--- config.mk ---
export PLATFORM = sky130hd
export DESIGN_NAME = simd_width_seq
export DESIGN_NICKNAME = d
export VERILOG_FILES = /design/src/rtl/simd_seq_pkg.sv /design/src/rtl/simd_width_decode.sv /design/src/rtl/simd_pass_gen.sv /design/src/rtl/simd_width_seq.sv
export SDC_FILE = /design/constraint.sdc
export NUM_CORES = 1
export LEC_CHECK = 0
export ABC_CLOCK_PERIOD_IN_PS = 4400
export BUFFER_PORTS_ARGS = -buffer_cell sky130_fd_sc_hd__buf_4
export CORE_AREA = 2 2 78 80
export CTS_BUF_LIST = sky130_fd_sc_hd__clkbuf_8
export DETAILED_ROUTE_END_ITERATION = 8
export DIE_AREA = 0 0 80 82
export PLACE_DENSITY = 0.62
export SETUP_SLACK_MARGIN = 0.3
export SYNTH_ARGS = -nofsm -noshare
export SYNTH_HDL_FRONTEND = slang
export SYNTH_SLANG_ARGS = --single-unit
export TNS_END_PERCENT = 20
--- constraint.sdc ---
create_clock -name clk -period 4.4 [get_ports clk]
set_input_delay 0.44 -clock clk [delete_from_list [all_inputs] [get_ports clk]]
set_output_delay 0.44 -clock clk [all_outputs]
set_load 0.02 [all_outputs]
--- src/rtl/simd_seq_pkg.sv ---
package simd_seq_pkg;
  localparam int CODE_W = 3;

  typedef enum logic [CODE_W-1:0] {
    SW1  = 3'd0,
    SW2  = 3'd1,
    SW4  = 3'd2,
    SW8  = 3'd3,
    SW16 = 3'd4,
    SW32 = 3'd5
  } simd_width_e;
endpackage

--- src/rtl/simd_width_decode.sv ---
module simd_width_decode
  import simd_seq_pkg::*;
#(
  parameter int PHYS_LANES = 4,
  parameter int REG_LANES  = 8,
  parameter int REG_COUNT  = 128,
  parameter int MAX_LANES  = 32,
  localparam int REG_W      = $clog2(REG_COUNT),
  localparam int MAX_PASSES = MAX_LANES / PHYS_LANES,
  localparam int IDX_W      = (MAX_PASSES > 1) ? $clog2(MAX_PASSES) : 1
) (
  input  logic [CODE_W-1:0]     code,
  input  logic [REG_W-1:0]      src_base,
  input  logic [REG_W-1:0]      dst_base,
  output logic [IDX_W-1:0]      last_idx,
  output logic [PHYS_LANES-1:0] lane_mask,
  output logic                  bad
);
  localparam int MAX_CODE = $clog2(MAX_LANES);

  logic        code_ok;
  logic [31:0] lanes;
  logic [31:0] passes;
  logic [31:0] span;
  logic [31:0] src_end;
  logic [31:0] dst_end;

  assign code_ok = (int'(code) <= MAX_CODE);
  assign lanes   = code_ok ? (32'd1 << code) : 32'd1;
  assign passes  = (lanes <= 32'(PHYS_LANES)) ? 32'd1 : lanes / 32'(PHYS_LANES);
  assign span    = (lanes <= 32'(REG_LANES))  ? 32'd1 : lanes / 32'(REG_LANES);
  assign src_end = 32'(src_base) + span;
  assign dst_end = 32'(dst_base) + span;

  assign last_idx = IDX_W'(passes - 32'd1);
  assign bad      = !code_ok || (src_end > 32'(REG_COUNT)) || (dst_end > 32'(REG_COUNT));

  for (genvar i = 0; i < PHYS_LANES; i++) begin : g_mask
    assign lane_mask[i] = (lanes > 32'(i));
  end
endmodule

--- src/rtl/simd_pass_gen.sv ---
module simd_pass_gen #(
  parameter int PHYS_LANES = 4,
  parameter int REG_LANES  = 8,
  parameter int REG_COUNT  = 128,
  parameter int MAX_LANES  = 32,
  localparam int REG_W      = $clog2(REG_COUNT),
  localparam int MAX_PASSES = MAX_LANES / PHYS_LANES,
  localparam int IDX_W      = (MAX_PASSES > 1) ? $clog2(MAX_PASSES) : 1,
  localparam int HALVES     = REG_LANES / PHYS_LANES,
  localparam int HALF_W     = (HALVES > 1) ? $clog2(HALVES) : 1
) (
  input  logic                  clk,
  input  logic                  rst,
  input  logic                  start,
  input  logic                  reject,
  input  logic [IDX_W-1:0]      last_idx,
  input  logic [PHYS_LANES-1:0] lane_mask,
  input  logic [REG_W-1:0]      src_base,
  input  logic [REG_W-1:0]      dst_base,
  output logic                  op_valid,
  output logic [REG_W-1:0]      op_src,
  output logic [REG_W-1:0]      op_dst,
  output logic [HALF_W-1:0]     op_half,
  output logic [PHYS_LANES-1:0] op_lanes,
  output logic                  op_last,
  output logic                  op_err
);
  localparam int HSHIFT = (HALVES > 1) ? $clog2(HALVES) : 0;

  logic [IDX_W-1:0] pass_idx;
  logic [IDX_W-1:0] last_r;
  logic [REG_W-1:0] src_r;
  logic [REG_W-1:0] dst_r;
  logic [IDX_W-1:0] nxt;
  logic [REG_W-1:0] reg_off;

  assign nxt     = pass_idx + 1'b1;
  assign reg_off = REG_W'(nxt >> HSHIFT);

  always_ff @(posedge clk) begin
    if (rst) begin
      op_valid <= 1'b0;
      op_last  <= 1'b0;
      op_err   <= 1'b0;
      op_src   <= '0;
      op_dst   <= '0;
      op_half  <= '0;
      op_lanes <= '0;
      pass_idx <= '0;
      last_r   <= '0;
      src_r    <= '0;
      dst_r    <= '0;
    end else begin
      op_err <= reject;
      if (start) begin
        op_valid <= 1'b1;
        op_src   <= src_base;
        op_dst   <= dst_base;
        op_half  <= '0;
        op_lanes <= lane_mask;
        op_last  <= (last_idx == '0);
        pass_idx <= '0;
        last_r   <= last_idx;
        src_r    <= src_base;
        dst_r    <= dst_base;
      end else if (op_valid && !op_last) begin
        pass_idx <= nxt;
        op_src   <= src_r + reg_off;
        op_dst   <= dst_r + reg_off;
        op_half  <= HALF_W'(nxt) & HALF_W'(HALVES - 1);
        op_last  <= (nxt == last_r);
      end else begin
        op_valid <= 1'b0;
        op_last  <= 1'b0;
      end
    end
  end

  // the final-pass marker only accompanies a live pass
  p_last_needs_valid_r4: assert property (@(posedge clk) disable iff (rst)
    op_last |-> op_valid);

  // a refused instruction never produces a pass
  p_err_no_op_r6: assert property (@(posedge clk) disable iff (rst)
    op_err |-> !op_valid);

  // consecutive passes of one instruction alternate register halves
  p_half_toggle_r3: assert property (@(posedge clk) disable iff (rst)
    (op_valid && !op_last) |=> (op_half != $past(op_half)));

  // after the upper half, the register index advances by one
  p_src_step_r3: assert property (@(posedge clk) disable iff (rst)
    (op_valid && !op_last && op_half == HALF_W'(HALVES - 1))
      |=> (op_src == REG_W'($past(op_src) + 1'b1)));

  // an instruction spanning several passes always uses every lane
  p_full_mask_r2: assert property (@(posedge clk) disable iff (rst)
    (op_valid && !op_last) |-> (&op_lanes));

  // a pass stream only begins after an accepting edge
  p_start_r10: assert property (@(posedge clk) disable iff (rst)
    $rose(op_valid) |-> $past(start));
endmodule

--- src/rtl/simd_width_seq.sv ---
module simd_width_seq
  import simd_seq_pkg::*;
#(
  parameter int PHYS_LANES = 4,
  parameter int REG_LANES  = 8,
  parameter int REG_COUNT  = 128,
  parameter int MAX_LANES  = 32,
  localparam int REG_W      = $clog2(REG_COUNT),
  localparam int MAX_PASSES = MAX_LANES / PHYS_LANES,
  localparam int IDX_W      = (MAX_PASSES > 1) ? $clog2(MAX_PASSES) : 1,
  localparam int HALVES     = REG_LANES / PHYS_LANES,
  localparam int HALF_W     = (HALVES > 1) ? $clog2(HALVES) : 1
) (
  input  logic                  clk,
  input  logic                  rst,
  input  logic                  in_valid,
  output logic                  in_ready,
  input  logic [CODE_W-1:0]     in_width,
  input  logic [REG_W-1:0]      in_src,
  input  logic [REG_W-1:0]      in_dst,
  output logic                  op_valid,
  output logic [REG_W-1:0]      op_src,
  output logic [REG_W-1:0]      op_dst,
  output logic [HALF_W-1:0]     op_half,
  output logic [PHYS_LANES-1:0] op_lanes,
  output logic                  op_last,
  output logic                  op_err
);
  logic [IDX_W-1:0]      dec_last;
  logic [PHYS_LANES-1:0] dec_mask;
  logic                  dec_bad;
  logic                  take;
  logic                  start;
  logic                  reject;

  assign in_ready = !op_valid || op_last;
  assign take     = in_valid && in_ready;
  assign start    = take && !dec_bad;
  assign reject   = take && dec_bad;

  simd_width_decode #(
    .PHYS_LANES(PHYS_LANES), .REG_LANES(REG_LANES),
    .REG_COUNT(REG_COUNT),   .MAX_LANES(MAX_LANES)
  ) u_decode (
    .code      (in_width),
    .src_base  (in_src),
    .dst_base  (in_dst),
    .last_idx  (dec_last),
    .lane_mask (dec_mask),
    .bad       (dec_bad)
  );

  simd_pass_gen #(
    .PHYS_LANES(PHYS_LANES), .REG_LANES(REG_LANES),
    .REG_COUNT(REG_COUNT),   .MAX_LANES(MAX_LANES)
  ) u_passes (
    .clk       (clk),
    .rst       (rst),
    .start     (start),
    .reject    (reject),
    .last_idx  (dec_last),
    .lane_mask (dec_mask),
    .src_base  (in_src),
    .dst_base  (in_dst),
    .op_valid  (op_valid),
    .op_src    (op_src),
    .op_dst    (op_dst),
    .op_half   (op_half),
    .op_lanes  (op_lanes),
    .op_last   (op_last),
    .op_err    (op_err)
  );

  // while passes remain, nothing new starts
  p_busy_blocks_r8: assert property (@(posedge clk) disable iff (rst)
    (op_valid && !op_last) |=> !$rose(op_err));
endmodule

After elaboration in Yosys (flattened, before gate mapping)
Index checks and enable logic that the tools add are counted.
Widths: inputs -> output; s select.
- bits in registers: 42
- input port bits: 20
- output and inout port bits: 23
- word-level logic and storage cells: 54
- add/subtract/negate cells: 6
- $lt $le $gt $ge: 9
- eq/ne operators: 2
- shifts and indexed selects: 1
- mux-type cells: 11
- reduce and logical (&&, ||, !) cells: 14
- operator list (cell ; number):
    $add 7x32->32 ; 2
    $gt 32x1->1 const B ; 2
    $gt 32x2->1 const B ; 2
    $gt 32x8->1 const B ; 2
    $le 32x3->1 const B ; 1
    $le 32x4->1 const B ; 1
    $mux 32 ; 1
    $shl 1x3->32 const A ; 1
    $mux 29 ; 1
    $mux 7 ; 4
    $add 7x2->7 ; 2
    $logic_and 1x1->1 ; 4
    $logic_not 1->1 ; 4
    $mux 1 ; 4
    $add 3x1->3 const B ; 1
    $eq 3x3->1 ; 1
    $le 3x3->1 const B ; 1
    $logic_not 3->1 ; 1
    $logic_or 1x1->1 ; 3
    $mux 3 ; 1
    $sub 3x1->3 const B ; 1
    $ne 2x2->1 const B ; 1
    $reduce_bool 2->1 ; 1
    $reduce_or 2->1 ; 1

Longest topological paths before layout
Gate-level depths: netlist (run 1).
- depth in word-level cells: 11
- depth in mapped cells: 16

Hierarchy
From an unflattened synthesis (run 1), not the netlist that was laid out.
- cells, all modules: 273
- area total of the unflattened synthesis: 2497.4 µm²
- modules (own cells, without submodules) (module ; times used ; cells each ; area each (µm²)):
    simd_pass_gen ; 1 ; 192 ; 1835.5
    simd_width_decode ; 1 ; 78 ; 633.1
    simd_width_seq ; 1 ; 3 ; 28.8

Worst setup path after synthesis (run 1)
No wires, ideal clock.
- kind: input-to-reg
- from: in in_width[1]
- to: reg u_passes.dst_r[1]
- arrival time: 3.361 ns
- required time: 4.272 ns
- slack: 0.911 ns
- stages on the path: 15
- cell sequence: ha_1 -> and3b_1 -> buf_4 -> nand2_1 -> xnor2_1 -> ha_1 -> a21o_1 -> a41o_2 -> mux2i_1 -> mux2_2 -> o311a_1 -> nor3_4 -> buf_6 -> mux2i_1 -> nor2_1
- cells in the longest elaborated chain, start to end: 10
- elaborated cells on any way between the ends: 14
- those cells by class: 2 x add/sub; 4 x order compare; 1 x shift; 2 x mux; 5 x reduce/logical
- RTL lines (what ; line ; RTL):
    start: declaration ; simd_width_seq.sv:18 ; input logic [CODE_W-1:0] in_width,
    $le 3x3->1 / $shl 1x3->32 (equally long branches) ; simd_width_decode.sv:28, simd_width_decode.sv:29 ;
    $mux 32 ; simd_width_decode.sv:29 ; assign lanes = code_ok ? (32'd1 << code) : 32'd1;
    $le 32x4->1 ; simd_width_decode.sv:31 ; assign span = (lanes <= 32'(REG_LANES)) ? 32'd1 : lanes / 32'(REG_LANES);
    $mux 29 ; simd_width_decode.sv:31 ;
    $add 7x32->32 ; simd_width_decode.sv:32 ; assign src_end = 32'(src_base) + span;
    $gt 32x8->1 ; simd_width_decode.sv:36 ; assign bad = !code_ok || (src_end > 32'(REG_COUNT)) || (dst_end > 32'(REG_COUNT));
    $logic_or 1x1->1 ; simd_width_decode.sv:36 ;
    $logic_or 1x1->1 (*) ; simd_width_decode.sv:36 ;
    $logic_not 1->1 (*) ; simd_width_seq.sv:38 ; assign start = take && !dec_bad;
    $logic_and 1x1->1 (*) ; simd_width_seq.sv:38 ;
    end signal: assignment ; simd_pass_gen.sv:65 ; dst_r <= dst_base;
    end: declaration ; simd_pass_gen.sv:33 ; logic [REG_W-1:0] dst_r;
Every way passes the cells marked *; elsewhere a longest branch is shown, timed or not.
A chain may end at the register's enable or synchronous reset.

Worst setup path in the final report (run 1)
- from: in in_width[1]
- to: reg u_passes.last_r[0]
- cells in the longest elaborated chain, start to end: 10
- elaborated cells on any way between the ends: 17
- those cells by class: 3 x add/sub; 5 x order compare; 1 x shift; 3 x mux; 5 x reduce/logical
- RTL lines (what ; line ; RTL):
    $le 3x3->1 / $shl 1x3->32 (equally long branches) ; simd_width_decode.sv:28, simd_width_decode.sv:29 ;
    $mux 32 ; simd_width_decode.sv:29 ;
    $le 32x4->1 ; simd_width_decode.sv:31 ;
    $mux 29 ; simd_width_decode.sv:31 ;
    $add 7x32->32 ; simd_width_decode.sv:32 ;
    $gt 32x8->1 ; simd_width_decode.sv:36 ;
    $logic_or 1x1->1 (2 in a row) ; simd_width_decode.sv:36 ;
    $logic_not 1->1 ; simd_width_seq.sv:38 ;
    $logic_and 1x1->1 ; simd_width_seq.sv:38 ;
    end signal: assignment ; simd_pass_gen.sv:63 ; last_r <= last_idx;
    end: declaration ; simd_pass_gen.sv:31 ; logic [IDX_W-1:0] last_r;
Several ways; a longest one is shown, not always the timed one.

==> impl_metrics.toml, run 1 <==
[finish]
antennaDiodeCount = 0
drive_above_1_share = 0.185
syn_to_final_growth_pct = 18.6
nets = 364

[drt]
drc_errors = 0
dr.pass1.iters = 4
routedWlPerCell_um = 14.2
drtAntennaViolNets = 0
wl_mm = 5.70
viasPerCell = 5.38
vias = 2150
drtIter0Drc = 151

[critical_path]
required_ns = 4.57
cp_cell_sequence = "buf_4 > ha_1 > and3b_1 > nand2_1 > xnor2_1 > ha_1 > a21o_1 > a41o_2 > mux2i_1 > mux2_2 > o311a_1 > nor3_4 > buf_12 > mux2i_1 > nor2_1"
cp_slowest_cell = "and3b_1"
cp_top_family = "simple AND/OR/NAND/NOR gates"
setup.worst_path.end_class = "flop"
cp_max_fo = 46
arrival_ns = 3.76
cp_num_buf_inv = 2
crit_type = "input pin to flop"
startpoint_type = "input pin"
max_stage_delay_ns = 0.46

[timing]
worst_pin_slew_ns = 0.649
tns_ns = 0
slew_headroom = 0.566
finalClockSkew_ns = 0.00447
period_share = 0.817
hold_viol_final = 0
setup_viol = 0
hold_ws_ns = 0.418
slew_violations = 0
period_needed_ns = 3.59
rsz0062_at_grt = "no"
fmax_mhz = 278

[grt]
grt_first_pass_wirelength_mm = 9.53
first_global_vias = 1992
antenna_found_initial = 0
grt_use_total = 0.188
grt_max_degree = 47
overflow = 0

[clock_tree]
cts_tree = "yes"
clk_path_buf_depth = 2
clk_pin_slew_worst_paths_ns = 0.07
numCtsBuffers = 5
cts_sinks = 40
cts_max_level = 2
clkLatencyLatePin_ns = 0.29
post_cts_resized = 0
post_cts_buffers = 0
hold_buffers = 0
cts_root_buf = "clkbuf_8"

[synth]
seq_area_frac_synth = 0.324
ys_types = 42
netlist_area_sq_um = 2470
synth.avg_cell_area_sq_um = 8.53
ys.flop_type = "dfxtp_1"
yosysWarnings = 0
synth_seq_cells = 40
synth_cells = 290
async_flop_share = 0
synth-edff-count = 0
syn_nets = 330

[die]
initial_core_util = 0.430
fp.dieH_um = 82
io_pins = 43
row_count = 28
coreArea_sq_um = 5750
die_area_sq_um = 6560
die-width_um = 80

[place]
place_hpwl_mm = 4.26
gp_congestion = 0.806
port_buffers = 42

[power]
p_per_area_nw_per_um2 = 316
ir_drop_v = 0.000160
power.total_w = 0.000926
p_leak_nw = 1.24

[run]
drv_cap = 0

[outcome]
outcome = "completed"

[min_path]
hold_path_class = "input pin to flop"
cells by family (layout without fill, tap and decap cells):
logic type / count (synthesis) / after routing / share of synthesized area
AOI/OAI and AO/OA: 69 / 69 / 0.179
DFF: 40 / 40 / 0.324
buffers and inverters: 24 / 59 / 0.0476
adders and majority gates: 20 / 20 / 0.107
muxes: 14 / 14 / 0.0582
xor gates and xnor gates: 25 / 25 / 0.0886
and+or+nand+nor: 98 / 98 / 0.195
metal layers:
metal,global-route usage,vias up,wire length [um]
li1,-,1099,-
met1,0.255,1004,2810
met2,0.303,40,2570
met3,0.0275,7,208
met4,0.0712,0,111
met5,0,-,0
synthesized netlist by cell type (4+ instances only):
cell,count,area share
and3_1,4,0.010
nand2_1,31,0.047
xnor2_1,17,0.060
nand3b_1,5,0.015
xor2_1,8,0.028
inv_1,6,0.0091
clkbuf_1,12,0.018
nor2b_1,6,0.015
o21ai_0,10,0.020
a21oi_1,25,0.051
a31oi_1,10,0.025
dfxtp_1,40,0.32
mux2i_1,11,0.045
ha_1,18,0.091
nor3_1,6,0.012
a211o_1,6,0.021
nand3_1,9,0.018
a21o_1,4,0.012
nor2_1,25,0.038
registers in the layout (all words and copies together) (netlist names):
signal             count
u_passes.dst_r         7
u_passes.last_r        3
u_passes.op_dst        7
u_passes.op_err        1
u_passes.op_lanes      3
u_passes.op_last       1
u_passes.op_src        7
u_passes.op_valid      1
u_passes.pass_idx      3
u_passes.src_r         7
worst min-delay path: stages:
cell	delay, ns
buf_4	0.10
mux2i_1	0.06
nor2_1	0.08
final timing paths:
path,startpoint,to,slack [ns],depth (start not counted)
max reg2reg,u_passes.pass_idx[0]$_SDFFE_PP0P_,u_passes.op_dst[5]$_SDFFE_PP0P_,1.86,9
min reg2reg,u_passes.dst_r[0]$_SDFFE_PP0P_,u_passes.dst_r[0]$_SDFFE_PP0P_,0.49,2
max,in_width[1],u_passes.last_r[0]$_SDFFE_PP0P_,0.81,15
min,in_src[4],u_passes.src_r[4]$_SDFFE_PP0P_,0.42,3
cells in the final DEF (no fill, tap or decap), types with 2 or more instances in the layout:
| cell type | instances |
|---|---|
| fa_1 | 2 |
| mux2i_1 | 11 |
| ha_1 | 18 |
| buf_4 | 44 |
| nand3_1 | 9 |
| o2111ai_1 | 2 |
| a211oi_1 | 3 |
| nor4b_1 | 2 |
| clkbuf_8 | 5 |
| o21ai_0 | 10 |
| a311oi_1 | 2 |
| xnor2_1 | 17 |
| nand3b_1 | 5 |
| a211o_1 | 6 |
| a21oi_1 | 25 |
| dfxtp_1 | 40 |
| and3_1 | 4 |
| a22oi_1 | 2 |
| o311a_1 | 2 |
| and2_1 | 2 |
| nor3_1 | 6 |
| nor2_1 | 25 |
| xor2_1 | 8 |
| a21o_1 | 4 |
| nor2b_1 | 5 |
| inv_1 | 7 |
| nand2_1 | 31 |
| a31oi_1 | 10 |
| mux2_2 | 3 |
power breakdown:
| group | internal (W) | leakage (nW) | switching, W |
|---|---|---|---|
| Clock | 0.000166 | 0.0593 | 0.000125 |
| Sequential | 0.000389 | 0.328 | 0.0000194 |
| Combinational | 0.0000992 | 0.849 | 0.000127 |
| Total | 0.000655 | 1.24 | 0.000271 |
layout make-up:
class | instances | area (sq um)
inverter | 6 | 22.5
clock inverter | 3 | 38.8
sequential | 40 | 801
tap | 75 | 93.8
timing repair buffer | 45 | 350
multi-input combinational | 226 | 1560
fill | 582 | 2810
clock buffer | 5 | 68.8
stage by stage:
stage          setup WS [ns]  area [sq um]  cells   util
6_report               0.807          2930    400  0.510
5_1_grt                0.568          2930    400  0.510
4_1_cts                0.816          2930    400  0.510
3_5_place_dp           0.502          2820    392  0.492
3_3_place_gp           0.593          2820    392  0.492
2_1_floorplan          0.911          2470    290      -
Note: power is estimated with default switching activity, not from simulation.
==> inputs of run 2 (changes only) <==
--- a/config.mk
+++ b/config.mk
@@ -5,7 +5,7 @@
 export SDC_FILE = /design/constraint.sdc
 export NUM_CORES = 1
 export LEC_CHECK = 0
-export ABC_CLOCK_PERIOD_IN_PS = 4400
+export ABC_CLOCK_PERIOD_IN_PS = 3550
 export BUFFER_PORTS_ARGS = -buffer_cell sky130_fd_sc_hd__buf_4
 export CORE_AREA = 2 2 78 80
 export CTS_BUF_LIST = sky130_fd_sc_hd__clkbuf_8
==> constraint.sdc (replaced) <==
create_clock -name clk -period 3.55 [get_ports clk]
set_input_delay 0.355 -clock clk [delete_from_list [all_inputs] [get_ports clk]]
set_output_delay 0.355 -clock clk [all_outputs]
set_load 0.02 [all_outputs]
==> run 2 against run 1 <==
Effect of this change: combinational power grew 38%; clock skew grew 0.0018 ns; non-clock buffer count grew 13; wire length grew 4.1%; first-iteration DRC count shrank 40%; register-to-register slack lost 0.51 ns; flip-flop and latch count is the same; sequential power grew 24%; via count grew 1.5%; hold slack lost 0.085 ns; core utilization grew 3.5 points; critical path depth grew 1; critical path type unchanged.
==> impl_metrics.toml, run 2 (synthesis results as in run 1) <==
[place]
port_buffers = 42
gp_congestion = 0.819
preCtsSetupSlack_ns = 0.00161
place_hpwl_mm = 4.34

[clock_tree]
numCtsBuffers = 5
cts_tree = "yes"
clk_pin_slew_worst_paths_ns = 0.08
cts_max_level = 2
clkLatencyLatePin_ns = 0.29
cts_sinks = 40
clk_path_buf_depth = 2
cts_root_buf = "clkbuf_8"

[power]
p_leak_nw = 1.33
ir_drop_v = 0.000151
p_per_area_nw_per_um2 = 359

[grt]
grt_first_pass_wirelength_mm = 9.20
first_global_vias = 1916
grt_max_degree = 41
antenna_found_initial = 0
overflow = 0
grt_use_total = 0.178

[timing]
period_needed_ns = 3.12
hold_viol_final = 0
period_share = 0.878
slew_headroom = 0.718
finalClockSkew_ns = 0.00622
fmax_mhz = 321
setup_slack_ns = 0.433
tns_ns = 0
slew_violations = 0
rsz0062_at_grt = "no"
worst_pin_slew_ns = 0.423
setup_viol = 0

[drt]
drtAntennaViolNets = 0
vias = 2183
drtIter0Drc = 91
wl_met3_um = 199
dr_wl_met2_mm = 2.71
wl_mm = 5.93
routedWlPerCell_um = 14.3
wl_met1_mm = 2.97
routed.top_layer = "met4"
dr.pass1.iters = 4
drc_errors = 0
viasPerCell = 5.29

[finish]
nets = 377
antennaDiodeCount = 0
fillCellCount = 565
drive_above_1_share = 0.243
syn_to_final_growth_pct = 26.8
final_common_cell = "buf_4"
mostFrequentLayoutCells = "buf_4 (53), dfxtp_1 (40), nand2_1 (30)"
final_util = 0.546

[critical_path]
arrival_ns = 3.33
rr_worst_depth = 10
crit_type = "input pin to flop"
startpoint_type = "input pin"
r2r-end = "u_passes.op_dst[5]$_SDFFE_PP0P_"
rrSetupSlack_ns = 1.35
required_ns = 3.76
cp_max_fo = 15
r2r-start = "u_passes.pass_idx[0]$_SDFFE_PP0P_"
setup.worst_path.end_class = "flop"

[min_path]
holdPathStages = 3
holdCritStartpoint = "in_src[3]"
hold_path_class = "input pin to flop"
hold_end = "u_passes.src_r[3]$_SDFFE_PP0P_"

[die]
die-width_um = 80
coreArea_sq_um = 5750
io_pins = 43
fp.dieH_um = 82
initial_core_util = 0.430
row_count = 28
die_area_sq_um = 6560

[outcome]
outcome = "completed"

[run]
drv_cap = 0
## run 2: layout make-up
cell class | count | area [sq um] | share of cell area
timing repair buffer | 58 | 490 | 0.156
multi-input combinational | 226 | 1640 | 0.522
clock inverter | 2 | 7.51 | 0.00239
tap | 75 | 93.8 | 0.0299
clock buffer | 6 | 82.6 | 0.0263
sequential | 40 | 801 | 0.255
inverter | 6 | 25.0 | 0.00798
## run 2: per-layer routing
| layer | global-route usage | vias up |
|---|---|---|
| li1 | - | 1125 |
| met1 | 0.260 | 1013 |
| met2 | 0.277 | 41 |
| met3 | 0.0231 | 4 |
| met4 | 0.0508 | 0 |
| met5 | 0 | - |
## run 2: timing repair
action,CTS,global route
hold buffers,0,0
pin swaps,0,3
resized for setup,1,14
buffers inserted,0,4
setup endpoints to repair,1,31
cloned,0,2
## run 2: how the worst max path moves through the flow
stage                                             end  depth (start not counted)  slack (ns)        start
finish              u_passes.op_lanes[3]$_SDFFE_PP0P_                         16        0.43  in_width[2]
global route           u_passes.src_r[3]$_SDFFE_PP0P_                         16        0.25  in_width[1]
CTS                    u_passes.src_r[1]$_SDFFE_PP0P_                         15        0.39  in_width[1]
detailed placement     u_passes.src_r[1]$_SDFFE_PP0P_                         14       0.002  in_width[1]
global placement       u_passes.dst_r[4]$_SDFFE_PP0P_                         14        0.10  in_width[1]
floorplan              u_passes.dst_r[1]$_SDFFE_PP0P_                         16        0.30  in_width[1]
## run 2: metrics by stage
stage	cells	total power, W	hold slack, ns	instance area, sq um
after floorplan	290	0.000704	0.458	2480
after global placement	399	0.000800	0.469	2880
after detailed placement	399	0.000803	0.483	2880
after CTS	407	0.00111	0.329	2980
after global routing	413	0.00119	0.325	3140
final	413	0.00112	0.333	3140
## run 2: where the power goes
part	internal [W]	switching, W	leakage, nW
sequential	0.000483	0.0000241	0.328
combinational	0.000147	0.000165	0.948
clock	0.000153	0.000153	0.0538
total	0.000782	0.000343	1.33
## run 2: worst max-delay path, cell delays in order
cell	delay, ns
buf_4	0.16
ha_4	0.18
and3b_2	0.26
nand2_2	0.08
xnor2_1	0.14
ha_2	0.19
a21o_1	0.17
a41o_2	0.24
mux2i_1	0.12
mux2_2	0.28
o311a_4	0.33
nor3_4	0.24
buf_4	0.17
clkbuf_16	0.16
nor2_1	0.04
a211oi_1	0.20
==> inputs of run 3 (changes only) <==
--- a/config.mk
+++ b/config.mk
@@ -7,11 +7,11 @@
 export LEC_CHECK = 0
 export ABC_CLOCK_PERIOD_IN_PS = 3550
 export BUFFER_PORTS_ARGS = -buffer_cell sky130_fd_sc_hd__buf_4
-export CORE_AREA = 2 2 78 80
+export CORE_AREA = 2 2 71 87
 export CTS_BUF_LIST = sky130_fd_sc_hd__clkbuf_8
 export DETAILED_ROUTE_END_ITERATION = 8
-export DIE_AREA = 0 0 80 82
-export PLACE_DENSITY = 0.62
+export DIE_AREA = 0 0 73 89
+export PLACE_DENSITY = 0.63
 export SETUP_SLACK_MARGIN = 0.3
 export SYNTH_ARGS = -nofsm -noshare
 export SYNTH_HDL_FRONTEND = slang
==> run 3 against run 2 <==
Effect of this change: wire length is 1.8% lower; hold slack better by 0.0091 ns; combinational power decreased by 4%; register-to-register slack worse by 0.04 ns; sequential share of layout area grew 0.96 points; non-clock buffer count down 6; clock skew about the same; setup slack lost 0.0098 ns; critical path type unchanged; critical endpoint is now u_passes.dst_r[4]$_SDFFE_PP0P_.
==> impl_metrics.toml, run 3 (synthesis results as in run 1) <==
[grt]
first_global_vias = 1904
grt_first_pass_wirelength_mm = 9.05
grt_use_total = 0.178
antenna_found_initial = 0
overflow = 0
grt_max_degree = 41

[clock_tree]
cts_sinks = 40
cts_root_buf = "clkbuf_8"
clkLatencyLatePin_ns = 0.29
numCtsBuffers = 5
clk_path_buf_depth = 2
clk_pin_slew_worst_paths_ns = 0.07
cts_tree = "yes"
cts_max_level = 2

[finish]
nets = 371
syn_to_final_growth_pct = 22.2
drive_above_1_share = 0.221
final_common_cell = "buf_4"
mostFrequentLayoutCells = "buf_4 (48), dfxtp_1 (40), nand2_1 (30)"
antennaDiodeCount = 0
stdcell_count = 395

[min_path]
hold_path_class = "input pin to flop"

[critical_path]
cp_max_fo = 11
cp_num_buf_inv = 1
r2r-end = "u_passes.src_r[4]$_SDFFE_PP0P_"
crit_path_start = "in_width[2]"
cp_cell_sequence = "buf_4 > ha_2 > and3b_2 > nand2_2 > xnor2_1 > ha_1 > a21o_1 > a41o_2 > mux2i_1 > mux2_2 > o311a_1 > or2_2 > o21ai_0 > a21oi_1"
cp_slowest_cell = "or2_2"
rr_worst_depth = 9
required_ns = 3.70
crit_type = "input pin to flop"
rrSetupSlack_ns = 1.31
cp.depth = 14
max_stage_delay_ns = 0.40
arrival_ns = 3.28
endpoint = "u_passes.dst_r[4]$_SDFFE_PP0P_"
r2r-start = "u_passes.op_valid$_SDFFE_PP0P_"
startpoint_type = "input pin"
setup.worst_path.end_class = "flop"
cp_top_family = "compound AO/OA/AOI/OAI gates"

[timing]
finalClockSkew_ns = 0.00655
setup_slack_ns = 0.423
rsz0062_at_grt = "no"
setup_viol = 0
period_needed_ns = 3.13
worst_pin_slew_ns = 0.430
period_share = 0.881
tns_ns = 0
fmax_mhz = 320
slew_headroom = 0.713
slew_violations = 0
hold_viol_final = 0
hold_ws_ns = 0.342

[die]
coreArea_sq_um = 5590
initial_core_util = 0.442
die-width_um = 73
fp.dieH_um = 89
die_area_sq_um = 6500
io_pins = 43
row_count = 30

[drt]
viasPerCell = 5.46
drtIter0Drc = 75
routedWlPerCell_um = 14.7
wl_mm = 5.82
dr.pass1.iters = 4
drc_errors = 0
drtAntennaViolNets = 0
vias = 2155

[outcome]
outcome = "completed"

[power]
p_leak_nw = 1.27
p_per_area_nw_per_um2 = 360
ir_drop_v = 0.000142

[place]
port_buffers = 42
place_hpwl_mm = 4.24
gp_congestion = 0.869
dp.cells = 386
preCtsSetupSlack_ns = 0.0461

[run]
drv_cap = 0
-- run 3: cell count changes in the layout (fill, tap and decap cells not counted), sizes merged --
| cell | delta |
|---|---|
| buf | -5 |
| clkbuf | -2 |
| clkinv | +1 |
| inv | -1 |
-- run 3: per-stage QoR --
| stage | power [W] | cell area, sq um | utilization |
|---|---|---|---|
| after floorplan | 0.000704 | 2480 | - |
| after global placement | 0.000797 | 2850 | 0.510 |
| after detailed placement | 0.000800 | 2850 | 0.510 |
| after CTS | 0.00108 | 2930 | 0.524 |
| after global routing | 0.00115 | 3020 | 0.540 |
| final | 0.00109 | 3020 | 0.540 |
-- run 3: worst min-delay path by stage --
stage	depth (start not counted)	end	slack (ns)	start
after floorplan	2	u_passes.dst_r[0]$_SDFFE_PP0P_	0.46	u_passes.dst_r[0]$_SDFFE_PP0P_
after detailed placement	2	u_passes.src_r[0]$_SDFFE_PP0P_	0.48	u_passes.src_r[0]$_SDFFE_PP0P_
final	3	u_passes.op_dst[5]$_SDFFE_PP0P_	0.34	in_dst[5]
after global placement	2	u_passes.dst_r[0]$_SDFFE_PP0P_	0.47	u_passes.dst_r[0]$_SDFFE_PP0P_
after global routing	3	u_passes.op_dst[5]$_SDFFE_PP0P_	0.33	in_dst[5]
after CTS	3	u_passes.op_dst[5]$_SDFFE_PP0P_	0.34	in_dst[5]
-- run 3: power by group --
group          switching [W]  internal (W)  total (W)
clock network       0.000150      0.000131   0.000281
registers          0.0000234      0.000483   0.000506
logic               0.000163      0.000138   0.000301
total               0.000336      0.000752    0.00109
-- run 3: layout make-up --
class | count | area, sq um
fill | 544 | 2570
multi-input combinational | 226 | 1610
sequential | 40 | 801
timing repair buffer | 52 | 432
tap | 64 | 80.1
clock buffer | 5 | 68.8
inverter | 6 | 22.5
clock inverter | 2 | 8.76
-- run 3: repair_timing --
item	CTS	global route
setup endpoints to repair	0	34
setup buffers	0	1
hold buffers	0	0
resized for setup	0	11
-- run 3: worst min-delay path, delay by kind of cell --
kind	cells	cell delay (ns)
simple gates	1	0.05
compound gates	1	0.05
buf+inv	1	0.13
-- run 3: metal layers --
metal  wire length, um  GRT usage  share of wire  vias up
li1                  -          -              -     1104
met1              2690      0.228           0.46     1009
met2              2850      0.297           0.49       35
met3               171     0.0338          0.029        7
met4               106     0.0673          0.018        0
met5                 0          0              0        -
